File: src/rtl/cfg_loader_pkg.sv
package cfg_loader_pkg;
   localparam int SEL_W     = 2;
   localparam int NUM_SLOTS = 4;
   localparam int NUM_PAIRS = NUM_SLOTS / 2;

   typedef enum logic [SEL_W-1:0] {
      SEL_REF_LO = 2'b00,
      SEL_AB_LO  = 2'b01,
      SEL_REF_HI = 2'b10,
      SEL_AB_HI  = 2'b11
   } latch_sel_e;
endpackage

File: src/rtl/edge_sync.sv
module edge_sync #(
   parameter int STAGES = 2
) (
   input  logic clk,
   input  logic rst_n,
   input  logic async_i,
   output logic level_o,
   output logic rise_o
);
   logic [STAGES-1:0] chain_q;
   logic              prev_q;

   always_ff @(posedge clk or negedge rst_n) begin
      if (!rst_n) begin
         chain_q <= '0;
         prev_q  <= 1'b0;
      end else begin
         chain_q <= {chain_q[STAGES-2:0], async_i};
         prev_q  <= chain_q[STAGES-1];
      end
   end

   assign level_o = chain_q[STAGES-1];
   assign rise_o  = chain_q[STAGES-1] & ~prev_q;
endmodule

File: src/rtl/shift_word.sv
module shift_word #(
   parameter int WORD_W = 24
) (
   input  logic              clk,
   input  logic              rst_n,
   input  logic              shift_en,
   input  logic              bit_i,
   output logic [WORD_W-1:0] word_o
);
   always_ff @(posedge clk or negedge rst_n) begin
      if (!rst_n)        word_o <= '0;
      else if (shift_en) word_o <= {word_o[WORD_W-2:0], bit_i};
   end
endmodule

File: src/rtl/cfg_latch_bank.sv
module cfg_latch_bank
   import cfg_loader_pkg::*;
#(
   parameter int WORD_W  = 24,
   parameter int REF_W   = 14,
   parameter int REF_LSB = 2,
   parameter int A_W     = 6,
   parameter int A_LSB   = 2,
   parameter int B_W     = 12,
   parameter int B_LSB   = 8
) (
   input  logic                      clk,
   input  logic                      rst_n,
   input  logic                      load_en,
   input  logic [WORD_W-1:0]         word_i,
   output logic [NUM_PAIRS*REF_W-1:0] ref_o,
   output logic [NUM_PAIRS*A_W-1:0]   a_o,
   output logic [NUM_PAIRS*B_W-1:0]   b_o
);
   latch_sel_e sel;
   logic       unused_hi_bits;

   assign sel            = latch_sel_e'(word_i[SEL_W-1:0]);
   assign unused_hi_bits = ^word_i[WORD_W-1:B_LSB+B_W];

   for (genvar s = 0; s < NUM_SLOTS; s++) begin : g_slot
      localparam latch_sel_e MY_SEL = latch_sel_e'(SEL_W'(s));
      localparam int         PAIR   = s / 2;
      logic hit;
      assign hit = load_en && (sel == MY_SEL);

      if (MY_SEL == SEL_REF_LO || MY_SEL == SEL_REF_HI) begin : g_ref
         logic [REF_W-1:0] q;
         always_ff @(posedge clk or negedge rst_n) begin
            if (!rst_n)   q <= '0;
            else if (hit) q <= word_i[REF_LSB +: REF_W];
         end
         assign ref_o[PAIR*REF_W +: REF_W] = q;
      end else begin : g_ab
         logic [A_W-1:0] a_q;
         logic [B_W-1:0] b_q;
         always_ff @(posedge clk or negedge rst_n) begin
            if (!rst_n) begin
               a_q <= '0;
               b_q <= '0;
            end else if (hit) begin
               a_q <= word_i[A_LSB +: A_W];
               b_q <= word_i[B_LSB +: B_W];
            end
         end
         assign a_o[PAIR*A_W +: A_W] = a_q;
         assign b_o[PAIR*B_W +: B_W] = b_q;
      end
   end
endmodule

File: src/rtl/serial_cfg_loader.sv
module serial_cfg_loader #(
   parameter int WORD_W      = 24,
   parameter int SYNC_STAGES = 2,
   parameter int REF_W       = 14,
   parameter int REF_LSB     = 2,
   parameter int A_W         = 6,
   parameter int A_LSB       = 2,
   parameter int B_W         = 12,
   parameter int B_LSB       = 8
) (
   input  logic             clk,
   input  logic             rst_n,
   input  logic             ser_clk,
   input  logic             ser_dat,
   input  logic             ser_load,
   output logic [REF_W-1:0] ref_div_0,
   output logic [A_W-1:0]   acnt_0,
   output logic [B_W-1:0]   bcnt_0,
   output logic [REF_W-1:0] ref_div_1,
   output logic [A_W-1:0]   acnt_1,
   output logic [B_W-1:0]   bcnt_1
);
   localparam int SEL_W = cfg_loader_pkg::SEL_W;
   localparam int PAIRS = cfg_loader_pkg::NUM_PAIRS;

   if (SYNC_STAGES < 2) begin : g_chk_sync
      $error("SYNC_STAGES must be at least 2");
   end
   if (REF_LSB < SEL_W || REF_LSB + REF_W > WORD_W) begin : g_chk_ref
      $error("reference field must sit above the select bits and inside the word");
   end
   if (A_LSB < SEL_W || A_LSB + A_W > B_LSB) begin : g_chk_a
      $error("A field must sit above the select bits and below the B field");
   end
   if (B_LSB + B_W >= WORD_W) begin : g_chk_b
      $error("B field must leave at least one spare bit at the top of the word");
   end

   logic                    sclk_level, sclk_rise;
   logic                    load_level, load_rise;
   logic [SYNC_STAGES-1:0]  dat_chain_q;
   logic                    sdat_s;
   logic [WORD_W-1:0]       word_q;
   logic [PAIRS*REF_W-1:0]  ref_flat;
   logic [PAIRS*A_W-1:0]    a_flat;
   logic [PAIRS*B_W-1:0]    b_flat;
   logic                    unused_levels;

   edge_sync #(.STAGES(SYNC_STAGES)) u_sclk_sync (
      .clk(clk), .rst_n(rst_n), .async_i(ser_clk),
      .level_o(sclk_level), .rise_o(sclk_rise)
   );

   edge_sync #(.STAGES(SYNC_STAGES)) u_load_sync (
      .clk(clk), .rst_n(rst_n), .async_i(ser_load),
      .level_o(load_level), .rise_o(load_rise)
   );

   assign unused_levels = sclk_level ^ load_level;

   // data chain has the same depth as the bit clock chain so the two stay aligned
   always_ff @(posedge clk or negedge rst_n) begin
      if (!rst_n) dat_chain_q <= '0;
      else        dat_chain_q <= {dat_chain_q[SYNC_STAGES-2:0], ser_dat};
   end
   assign sdat_s = dat_chain_q[SYNC_STAGES-1];

   shift_word #(.WORD_W(WORD_W)) u_shift (
      .clk(clk), .rst_n(rst_n), .shift_en(sclk_rise),
      .bit_i(sdat_s), .word_o(word_q)
   );

   cfg_latch_bank #(
      .WORD_W(WORD_W), .REF_W(REF_W), .REF_LSB(REF_LSB),
      .A_W(A_W), .A_LSB(A_LSB), .B_W(B_W), .B_LSB(B_LSB)
   ) u_bank (
      .clk(clk), .rst_n(rst_n), .load_en(load_rise), .word_i(word_q),
      .ref_o(ref_flat), .a_o(a_flat), .b_o(b_flat)
   );

   assign ref_div_0 = ref_flat[0 +: REF_W];
   assign ref_div_1 = ref_flat[REF_W +: REF_W];
   assign acnt_0    = a_flat[0 +: A_W];
   assign acnt_1    = a_flat[A_W +: A_W];
   assign bcnt_0    = b_flat[0 +: B_W];
   assign bcnt_1    = b_flat[B_W +: B_W];
endmodule

File: config.mk
export PLATFORM = sky130hd
export DESIGN_NAME = serial_cfg_loader
export DESIGN_NICKNAME = d
export VERILOG_FILES = /design/src/rtl/cfg_loader_pkg.sv /design/src/rtl/edge_sync.sv /design/src/rtl/shift_word.sv /design/src/rtl/cfg_latch_bank.sv /design/src/rtl/serial_cfg_loader.sv
export SDC_FILE = /design/constraint.sdc
export NUM_CORES = 1
export LEC_CHECK = 0
export BUFFER_PORTS_ARGS = -buffer_cell sky130_fd_sc_hd__buf_2
export CAP_MARGIN = 10
export CORE_MARGIN = 3
export CORE_UTILIZATION = 55
export CTS_BUF_LIST = sky130_fd_sc_hd__clkbuf_4
export DETAILED_ROUTE_END_ITERATION = 10
export PLACE_DENSITY_LB_ADDON = 0.08
export SLEW_MARGIN = 10
export SYNTH_ARGS = -nofsm -noshare
export SYNTH_HDL_FRONTEND = slang
export SYNTH_SLANG_ARGS = --single-unit
File: constraint.sdc
create_clock -name clk -period 4.62 [get_ports clk]
set_input_delay 0.924 -clock clk [delete_from_list [all_inputs] [get_ports clk]]
set_output_delay 0.924 -clock clk [all_outputs]
set_load 0.005 [all_outputs]
==> reports/qor.csv, run 1 <==
metric,value,unit
hold_violations,0,
drc,0,
cts_inserted_buffers,9,
powerDensity,554.6,nW/µm²
final_nets,265,
netlist_instances,189,
fmax,494.2,MHz
p_leak,2.055,nW
path_class,flip-flop to flip-flop,
switchingPower,615.3,µW
crit_path_cell_trace,and4bb_1 -> mux2_2,
slew_violations,0,
relSlewSlack,26.38,%
start_util,57.41,%
swShare,28.16,%
antenna_found_initial,0,
ys_ff_latch,92,
fin_tns_setup,0,ns
htree_levels,3,
via_per_inst,5.277,
synth-seq-area-share,66.93,%
hold_buffers,0,
post_cts_buffers,0,
outcome,"finished, final reports clean",
crit_fanout,18,
synth_compound_area_share,0,%
synth-simple-area-share,2.219,%
critPathBufInv,0,
cp_top_family,simple AND/OR/NAND/NOR gates,
final_layout_size_suffix_gt1_share,63.26,%
die_x,85.08,µm
pwr-share-clk,19.0,%
combPwrFrac,24.1,%
yosysUniqueCellTypes,13,
gr-total-overflow,0,
fill_cells,442,
syn_to_final_growth,14.55,%
final_core_util,65.77,%
cpPeakStageDelay,0.96,ns
fin_crit,2.023,ns
via_count,1789,
yosys.area_share.xor_xnor,0,%
clockBufferDepth,2,
synthMuxAreaShare,28.59,%
dp.cells,324,
n_antenna_cell,0,
clk_pin_slew_worst_paths,0.12,ns
cts_tree,yes,
hold_path_class,flip-flop to flip-flop,
startpoint_type,flip-flop,
cp.arrival,2.33,ns
place.gp.congestion,0.6477,
grt_pass1_wl,9.577,mm
fp.dieArea,7239,µm²
fin_cells,339,
setup_violations,0,
crit_required,4.93,ns
skew,0.01341,ns
min_period_over_period,43.80,%
synthesis.nets,194,
cts.sinks,92,
grt.total_usage,17.19,%
row_count,28,
worstSetupEndpointType,flip-flop,
syn_avg_cell_area,18.20,µm²
ys.warnings.count,0,
cap_violations,0,
antenna_left,0,
fp.coreArea,5991,µm²
place.port_buffers,68,
drt_iter0_markers,82,
synthTopCellsByArea,"dfrtp_1 (67%), mux2_2 (24%), mux2_4 (4.4%), nand4b_4 (0.69%), nor4b_4 (0.69%)",
tightest_slew,1.104,ns
rsz0062_at_grt,no,
first_pass_iters,3,
hpwl,3.679,mm
grt_pass1_vias,1814,
synth_fa_ha_area_share,0,%
wl,5.690,mm
cts_root_buffer,clkbuf_4,
synth_top_cell_area_share,66.93,%
p_seq_share,57.0,%
cts_resized,0,
die_height,85.08,µm
wl_per_cell,16.78,µm
grt_max_degree,93,
pin_count,69,
synth_area,3440,µm²
slowest_stage,and4bb_1,
synth.largest_area_cell,dfrtp_1,
internal_power,1.570,mW
vdd_drop_max,0.0003137,V
synth_top_family_by_area,multiplexers,
insertion_delay,0.42,ns
## cell families (layout without fill, tap and decap cells)
kind of cell | after synthesis | after routing
buf+inv | 8 | 83
flops | 92 | 92
mux | 84 | 84
simple gates | 5 | 5
## cell usage after synthesis
cell / count
and4bb_1: 1
buf_12: 1
buf_2: 4
buf_6: 2
buf_8: 1
dfrtp_1: 92
mux2_1: 1
mux2_2: 73
mux2_4: 10
nand4b_4: 1
nor2b_1: 1
nor4b_4: 1
nor4bb_1: 1
## routing by layer
| metal | track usage, % | routed length [µm] |
|---|---|---|
| met5 | 0 | 0 |
| met4 | 7.770 | 117 |
| met3 | 3.495 | 268 |
| met2 | 26.20 | 2751 |
| met1 | 24.04 | 2553 |
## registers in the layout, indices dropped and copies added (netlist names)
name and cells:
u_sclk_sync.chain_q 2, u_load_sync.prev_q 1, u_shift.word_o 20, u_bank.g_slot.g_ab.b_q 24
u_bank.g_slot.g_ref.q 28, u_sclk_sync.prev_q 1, u_load_sync.chain_q 2, dat_chain_q 2
u_bank.g_slot.g_ab.a_q 12
## power by group through the flow
stage	clock [mW]	combinational [mW]	sequential (mW)
5_1_grt	0.459	0.580	1.29
4_1_cts	0.422	0.540	1.25
6_report	0.414	0.526	1.24
3_5_place_dp	0	0.539	1.27
2_1_floorplan	0	0.278	1.24
3_3_place_gp	0	0.525	1.26
## metrics by stage
step | hold WS [ns] | setup WS [ns] | instance area, µm² | power, mW
2_1_floorplan | 0.3312 | 3.133 | 3440 | 1.518
3_3_place_gp | 0.3316 | 2.600 | 3816 | 1.784
3_5_place_dp | 0.3373 | 2.554 | 3816 | 1.807
4_1_cts | 0.3650 | 2.557 | 3940 | 2.212
5_1_grt | 0.3695 | 2.486 | 3940 | 2.333
6_report | 0.3613 | 2.597 | 3940 | 2.185
## cells in the final DEF (no fill, tap or decap)
cell type	netlist	layout
nand4b_4	1	1
clkbuf_4	0	11
nor2b_2	0	1
clkinv_1	0	3
mux2_4	10	10
bufinv_16	0	1
nor4b_4	1	1
buf_4	0	1
mux2_2	73	73
buf_2	4	67
and4bb_1	1	1
nor4bb_4	0	1
mux2_1	1	1
dfrtp_1	92	92
## cell type report
class                           instances  area (µm²)  share of cell area, %
Clock buffer                           11       82.58                  2.096
Clock inverter                          4       41.29                  1.048
Multi-Input combinational cell         89        1077                  27.34
Sequential cell                        92        2302                  58.43
Tap cell                               75       93.84                  2.382
Timing Repair Buffer                   68       342.8                  8.701
## worst paths after layout
path | cells after the start | slack [ns] | to | startpoint
min in group asynchronous | 1 | 0.69 | u_bank.g_slot[3].g_ab.b_q[10] | rst_n
max in group asynchronous | 1 | 3.21 | dat_chain_q[0] | rst_n
max reg2reg | 2 | 2.60 | u_bank.g_slot[1].g_ab.a_q[5] | u_shift.word_o[0]
min | 0 | 0.36 | dat_chain_q[1] | dat_chain_q[0]
min reg2reg | 0 | 0.36 | dat_chain_q[1] | dat_chain_q[0]
max | 2 | 2.60 | u_bank.g_slot[1].g_ab.a_q[5] | u_shift.word_o[0]
Power figures use the tool's default switching activity.
==> inputs of run 2 (changes only) <==
--- a/config.mk
+++ b/config.mk
@@ -5,10 +5,11 @@
 export SDC_FILE = /design/constraint.sdc
 export NUM_CORES = 1
 export LEC_CHECK = 0
+export ABC_AREA = 1
 export BUFFER_PORTS_ARGS = -buffer_cell sky130_fd_sc_hd__buf_2
 export CAP_MARGIN = 10
 export CORE_MARGIN = 3
-export CORE_UTILIZATION = 55
+export CORE_UTILIZATION = 51
 export CTS_BUF_LIST = sky130_fd_sc_hd__clkbuf_4
 export DETAILED_ROUTE_END_ITERATION = 10
 export PLACE_DENSITY_LB_ADDON = 0.08
==> constraint.sdc (replaced) <==
create_clock -name clk -period 1.8 [get_ports clk]
set_input_delay 0.36 -clock clk [delete_from_list [all_inputs] [get_ports clk]]
set_output_delay 0.36 -clock clk [all_outputs]
set_load 0.005 [all_outputs]
==> run 2 against run 1 <==
Net effect:
- register-to-register slack got worse by 2.3 ns
- non-clock buffer count rose by 8
- sequential share of layout area fell by 1.2 points
- die area rose by 9.2%
- area after synthesis rose by 1.9%
- via count rose by 50%
- critical path type unchanged
- largest cell class unchanged
- largest power group unchanged
==> reports/qor.csv, run 2 <==
metric,value,unit,change
outcome,"finished, final reports clean",,
start_util,53.98,%,-3.4 points
relSlewSlack,50.60,%,+24 points
cp.arrival,1.79,ns,-0.54 ns
tightest_slew,0.7393,ns,-0.3650 ns
ys.warnings.count,0,,unchanged
fin_crit,1.480,ns,-0.5433 ns
hold_path_class,primary input to flip-flop,,
fill_cells,587,,+33%
final_nets,450,,+70%
switchingPower,1.604,mW,+160%
top_regs,"u_bank.g_slot.g_ref.q (28), u_bank.g_slot.g_ab.b_q (24), u_shift.word_o (20)",,
fin_area,4024,µm²,+2.1%
clockBufferDepth,2,,unchanged
synthTopCellsByArea,"dfrtp_1 (66%), nand2_1 (20%), nand3_1 (8.7%), buf_2 (1.7%), nor2_4 (0.96%)",,
path_class,flip-flop to flip-flop,,
layout_commonest_cell,nand2_1,,
synthTopCellsByCount,"nand2_1 (183), dfrtp_1 (92), nand3_1 (61)",,
drc,0,,unchanged
first_pass_iters,4,,+1
grt_max_degree,93,,unchanged
wl,7.517,mm,+32%
hpwl,4.964,mm,+35%
p_seq_share,59.3,%,+2.3 points
dpl-instance-area,3920,µm²,+2.7%
pwr-share-clk,18.0,%,-1.0 points
syn_to_final_growth,14.78,%,
cts_root_buffer,clkbuf_4,,
grt_pass1_vias,2547,,+40%
worstHoldStart,ser_load,,
worstSetupEndpointType,flip-flop,,
cts_tree,yes,,
skew,0.01201,ns,-0.001400 ns
crit_fanout,16,,-2
syn_avg_cell_area,9.324,µm²,-49%
place.port_buffers,68,,unchanged
row_count,29,,+3.6%
min_period_over_period,82.22,%,+38 points
powerDensity,1235,nW/µm²,+120%
fin_tns_setup,0,ns,unchanged
grt_pass1_wl,12.58,mm,+31%
n_antenna_cell,0,,unchanged
hold_violations,0,,unchanged
place.gp.congestion,0.7947,,+23%
final_layout_size_suffix_gt1_share,21.21,%,-42 points
synthArstFlopShare,100.0,%,unchanged
htree_levels,3,,unchanged
crit_path_cell_trace,inv_1 -> nor2_4 -> nand2_1 -> nand2_1 -> nand2_1,,
gr-total-overflow,0,,unchanged
drt_iter0_markers,177,,+120%
die_x,88.91,µm,+4.5%
slowest_stage,dfrtp_1,,
pin_count,69,,unchanged
r2r-start,u_load_sync.chain_q[1],,
crit_start,u_load_sync.chain_q[1],,
synth_area,3506,µm²,+1.9%
netlist_instances,376,,+99%
die_height,88.91,µm,+4.5%
startpoint_type,flip-flop,,
combPwrFrac,22.7,%,-1.4 points
synth_edf_count,0,,unchanged
grt.total_usage,20.61,%,+3.4 points
cpPeakStageDelay,0.39,ns,-0.57 ns
cp_common_cell,nand2_1,,
regMostFlops,u_bank.g_slot.g_ref.q,,
setup_violations,0,,unchanged
synth_ff_type,dfrtp_1,,
synth_top_cell_area_share,65.67,%,-1.3 points
antenna_left,0,,unchanged
via_per_inst,5.128,,-2.8%
swShare,32.29,%,+4.1 points
synth-seq-area-share,65.67,%,-1.3 points
crit_required,2.11,ns,-2.82 ns
via_count,2692,,+50%
cap_violations,0,,unchanged
most-common-layout-cells,"nand2_1 (183), dfrtp_1 (92), buf_2 (67)",,
cts.sinks,92,,unchanged
insertion_delay,0.42,ns,about the same
largest_reg_flops,28,,unchanged
yosysUniqueCellTypes,13,,unchanged
internal_power,3.364,mW,+110%
synthesis.nets,381,,+96%
slew_violations,0,,unchanged
fp.coreArea,6495,µm²,+8.4%
cts_inserted_buffers,9,,unchanged
p_leak,2.390,nW,+16%
fmax,675.7,MHz,+37%
synth.largest_area_cell,dfrtp_1,,
antenna_found_initial,0,,unchanged
synth_most_common_cell,nand2_1,,
fp.dieArea,7905,µm²,+9.2%
ys_ff_latch,92,,unchanged
vdd_drop_max,0.0007218,V,+130%
wl_per_cell,14.32,µm,-15%
rsz0062_at_grt,no,,
clk_pin_slew_worst_paths,0.13,ns,about the same
==> run 2: changes by cell type after synthesis, sizes merged, moves of 2 or more <==
cell    before  now
nor2         0    7
buf          8   14
nand3        0   61
clkbuf       0    4
mux2        84    0
nand2        0  186
a21oi        0    2
inv          0    7
o21ai        0    3
==> run 2: what timing repair did <==
item | in CTS | in global routing
setup endpoints to repair | 0 | 0
hold endpoints to repair | 92 | 0
setup buffers | 0 | 0
resized for setup | 0 | 0
hold buffers | 1 | 0
==> run 2: path summary, 6_finish.rpt <==
check,end,slack [ns],cells after the start
max reg2reg,u_bank.g_slot[0].g_ref.q[9],0.32,5
min reg2reg,u_sclk_sync.chain_q[1],0.36,0
min in group asynchronous,u_bank.g_slot[1].g_ab.a_q[1],0.49,3
max,u_bank.g_slot[0].g_ref.q[9],0.32,5
max in group asynchronous,u_bank.g_slot[1].g_ab.b_q[3],0.92,3
min,u_load_sync.chain_q[0],0.04,1
==> run 2: final cells by class <==
| cell class | instances | area, µm² | area share [%] |
|---|---|---|---|
| timing repair buffer | 76 | 417.9 | 10.39 |
| clock inverter | 4 | 18.77 | 0.4664 |
| tap | 77 | 96.34 | 2.394 |
| sequential | 92 | 2302 | 57.21 |
| inverter | 7 | 26.28 | 0.6530 |
| multi-input combinational | 259 | 1087 | 27.02 |
| clock buffer | 10 | 75.07 | 1.866 |
==> run 2: power by group through the flow <==
stage	clock [mW]	combinational (mW)	sequential (mW)
after floorplan	0	0.507	2.97
after global placement	0	1.11	2.98
after detailed placement	0	1.15	2.99
after CTS	0.922	1.15	2.95
after global routing	1.01	1.32	3.02
final	0.895	1.13	2.95
==> run 2: logic make-up after synthesis <==
kind of cell    after synthesis  synth area share, %
simple gates                254                30.30
flops                        92                65.67
buf+inv                      25                3.319
compound gates                5               0.7137
==> run 2: routing by layer <==
layer | routed length (µm) | vias up | track usage (%)
met1 | 3781 | 1289 | 32.33
met4 | 93 | 0 | 8.379
met5 | 0 | - | 0
met2 | 3298 | 72 | 28.68
li1 | - | 1324 | -
met3 | 343 | 7 | 3.134
==> run 2: critical path: cells and delay by family, from the launching register on <==
family / cells / cell delay [ns]
flops: 1 / 0.39
buf+inv: 1 / 0.07
simple gates: 4 / 0.91
==> run 2: per-stage QoR <==
stage	setup slack, ns	utilization (%)	power (mW)	hold slack, ns	cells
2_1_floorplan	0.5885	-	3.474	0.06441	376
3_3_place_gp	0.4210	60.35	4.091	0.3336	510
3_5_place_dp	0.3461	60.35	4.138	0.3358	510
4_1_cts	0.3195	61.95	5.028	0.02030	525
5_1_grt	0.1357	61.95	5.344	0.007389	525
6_report	0.3200	61.95	4.969	0.03920	525
==> inputs of run 3 (changes only) <==
==> constraint.sdc (replaced) <==
create_clock -name clk -period 1.3 [get_ports clk]
set_input_delay 0.26 -clock clk [delete_from_list [all_inputs] [get_ports clk]]
set_output_delay 0.26 -clock clk [all_outputs]
set_load 0.005 [all_outputs]
==> run 3 against run 2 <==
Net effect:
- design area rose by 4.5%
- die area stayed put
- combinational power is 42% higher
- core utilization grew 2.8 points
- largest cell class unchanged
- total power up 49%
- flip-flop and latch count is the same
==> reports/qor.csv, run 3 (synthesis gave the netlist of run 2 again) <==
metric,value,unit,change
clk_pin_slew_worst_paths,0.13,ns,about the same
layout_commonest_cell,nand2_1,,
most-common-layout-cells,"nand2_1 (183), dfrtp_1 (92), buf_2 (67)",,
slowest_stage,dfrtp_1,,
vdd_drop_max,0.0008219,V,+14%
setup_violations,0,,unchanged
cts.sinks,92,,unchanged
hold_violations,0,,unchanged
crit_fanout,2,,-14
outcome,"finished, final reports clean",,
crit_cells,1,,-4
relSlewSlack,76.69,%,+26 points
regMostFlops,u_bank.g_slot.g_ref.q,,
fin_tns_setup,0,ns,unchanged
fp.dieArea,7905,µm²,unchanged
grt_pass1_wl,13.28,mm,+5.6%
regToRegEndpoint,u_bank.g_slot[2].g_ref.q[3],,
dp_slack,0.04497,ns,-0.3012 ns
drc,0,,unchanged
dp.cells,520,,+2.0%
fin_cells,540,,+2.9%
p_leak,2.494,nW,+4.4%
cap_violations,0,,unchanged
first_pass_iters,4,,unchanged
critPathBufInv,1,,unchanged
wl,8.015,mm,+6.6%
syn_to_final_growth,19.91,%,
fp.coreArea,6495,µm²,unchanged
final_nets,463,,+2.9%
cts_tree,yes,,
final_layout_size_suffix_gt1_share,23.11,%,+1.9 points
total_power,7.424,mW,+49%
cpPeakStageDelay,0.42,ns,+0.03 ns
die_height,88.91,µm,unchanged
fmax,812.1,MHz,
clockBufferDepth,2,,unchanged
pwr-share-clk,23.0,%,+5.0 points
dpl-instance-area,3995,µm²,+1.9%
powerDensity,1766,nW/µm²,+43%
antenna_left,0,,unchanged
internal_power,5.131,mW,+52%
fill_cells,562,,-4.3%
worst_slack,0.06862,ns,-0.2513 ns
via_per_inst,5.178,,+0.98%
cts_root_buffer,clkbuf_4,,
grt_max_degree,68,,-27%
die_x,88.91,µm,unchanged
rsz0062_at_grt,yes,,
drt_iter0_markers,186,,+5.1%
place.port_buffers,68,,unchanged
cp.arrival,0.97,ns,-0.82 ns
timing.hold.ws,0.3658,ns,+0.3266 ns
p_seq_share,55.4,%,-3.9 points
place.gp.congestion,0.7636,,-3.9%
regToRegSetupSlack,0.10,ns,-0.22 ns
worstSetupEndpointType,primary output,,
n_antenna_cell,0,,unchanged
cp_top_family,flip-flops,,
wl_per_cell,14.84,µm,+3.7%
final_core_util,64.73,%,+2.8 points
rr_worst_depth,5,,unchanged
grt_pass1_vias,2690,,+5.6%
skew,0.01409,ns,+0.002072 ns
crit_path_cell_trace,buf_2,,
fin_area,4204,µm²,+4.5%
fin_crit,1.231,ns,
hold_path_class,primary input to async pin,,
combPwrFrac,21.6,%,-1.1 points
insertion_delay,0.42,ns,about the same
crit_start,u_bank.g_slot[3].g_ab.b_q[2],,
row_count,29,,unchanged
r2r-start,u_shift.word_o[1],,
htree_levels,3,,unchanged
path_class,flip-flop to primary output,,
start_util,53.98,%,unchanged
grt.total_usage,22.40,%,+1.8 points
min_period_over_period,94.72,%,
largest_reg_flops,28,,unchanged
pin_count,69,,unchanged
antenna_found_initial,0,,unchanged
setup.worst_path.end,bcnt_1[2],,
post_cts_buffers,0,,unchanged
crit_required,1.04,ns,-1.07 ns
hpwl,5.515,mm,+11%
swShare,30.89,%,-1.4 points
switchingPower,2.293,mW,+43%
cts_inserted_buffers,9,,unchanged
top_regs,"u_bank.g_slot.g_ref.q (28), u_bank.g_slot.g_ab.b_q (24), u_shift.word_o (20)",,
via_count,2796,,+3.9%
gr-total-overflow,0,,unchanged
tightest_slew,0.3497,ns,-0.3896 ns
slew_violations,0,,unchanged
startpoint_type,flip-flop,,
run 3: cell count changes in the layout (fill, tap and decap cells not counted):
cell,delta
buf_4,+10
bufinv_16,+2
clkbuf_4,+1
clkinv_2,-2
clkinvlp_4,+1
dlygate4sd3_1,+3
nand2_2,-2
nand2_4,+2
run 3: power groups by stage:
| stage | clock [mW] | combinational (mW) | sequential (mW) |
|---|---|---|---|
| floorplan | 0 | 0.702 | 4.11 |
| global placement | 0 | 1.57 | 4.14 |
| detailed placement | 0 | 1.63 | 4.15 |
| CTS | 1.74 | 1.64 | 4.11 |
| global route | 1.88 | 1.87 | 4.21 |
| finish | 1.71 | 1.61 | 4.11 |
run 3: layout make-up:
cell class	instances	area (µm²)	area share, %
Timing Repair Buffer	89	523.0	12.44
Sequential cell	92	2302	54.76
Tap cell	77	96.34	2.292
Multi-Input combinational cell	259	1097	26.10
Clock inverter	5	76.32	1.815
Clock buffer	11	82.58	1.964
Inverter	7	26.28	0.6250
run 3: timing repair:
| action | 4_1_cts | 5_1_grt |
|---|---|---|
| hold buffers | 4 | 0 |
| gates resized for setup | 0 | 2 |
| endpoints found under the hold margin | 95 | 0 |
| endpoints found under the setup margin | 0 | 26 |
run 3: worst min-delay path by stage:
stage | to | slack, ns | depth (start not counted)
finish | u_shift.word_o[2] | 0.37 | 3
global route | u_shift.word_o[0] | 0.38 | 3
CTS | u_shift.word_o[2] | 0.37 | 3
detailed placement | u_bank.g_slot[1].g_ab.a_q[1] | 0.30 | 2
global placement | u_load_sync.chain_q[0] | 0.29 | 2
floorplan | dat_chain_q[0] | -0.04 | 0
run 3: metal layers:
| metal | GRT usage, % | wire length (µm) |
|---|---|---|
| met3 | 4.608 | 536 |
| met1 | 33.23 | 3678 |
| met2 | 33.67 | 3739 |
| met5 | 0 | 0 |
| met4 | 6.593 | 61 |
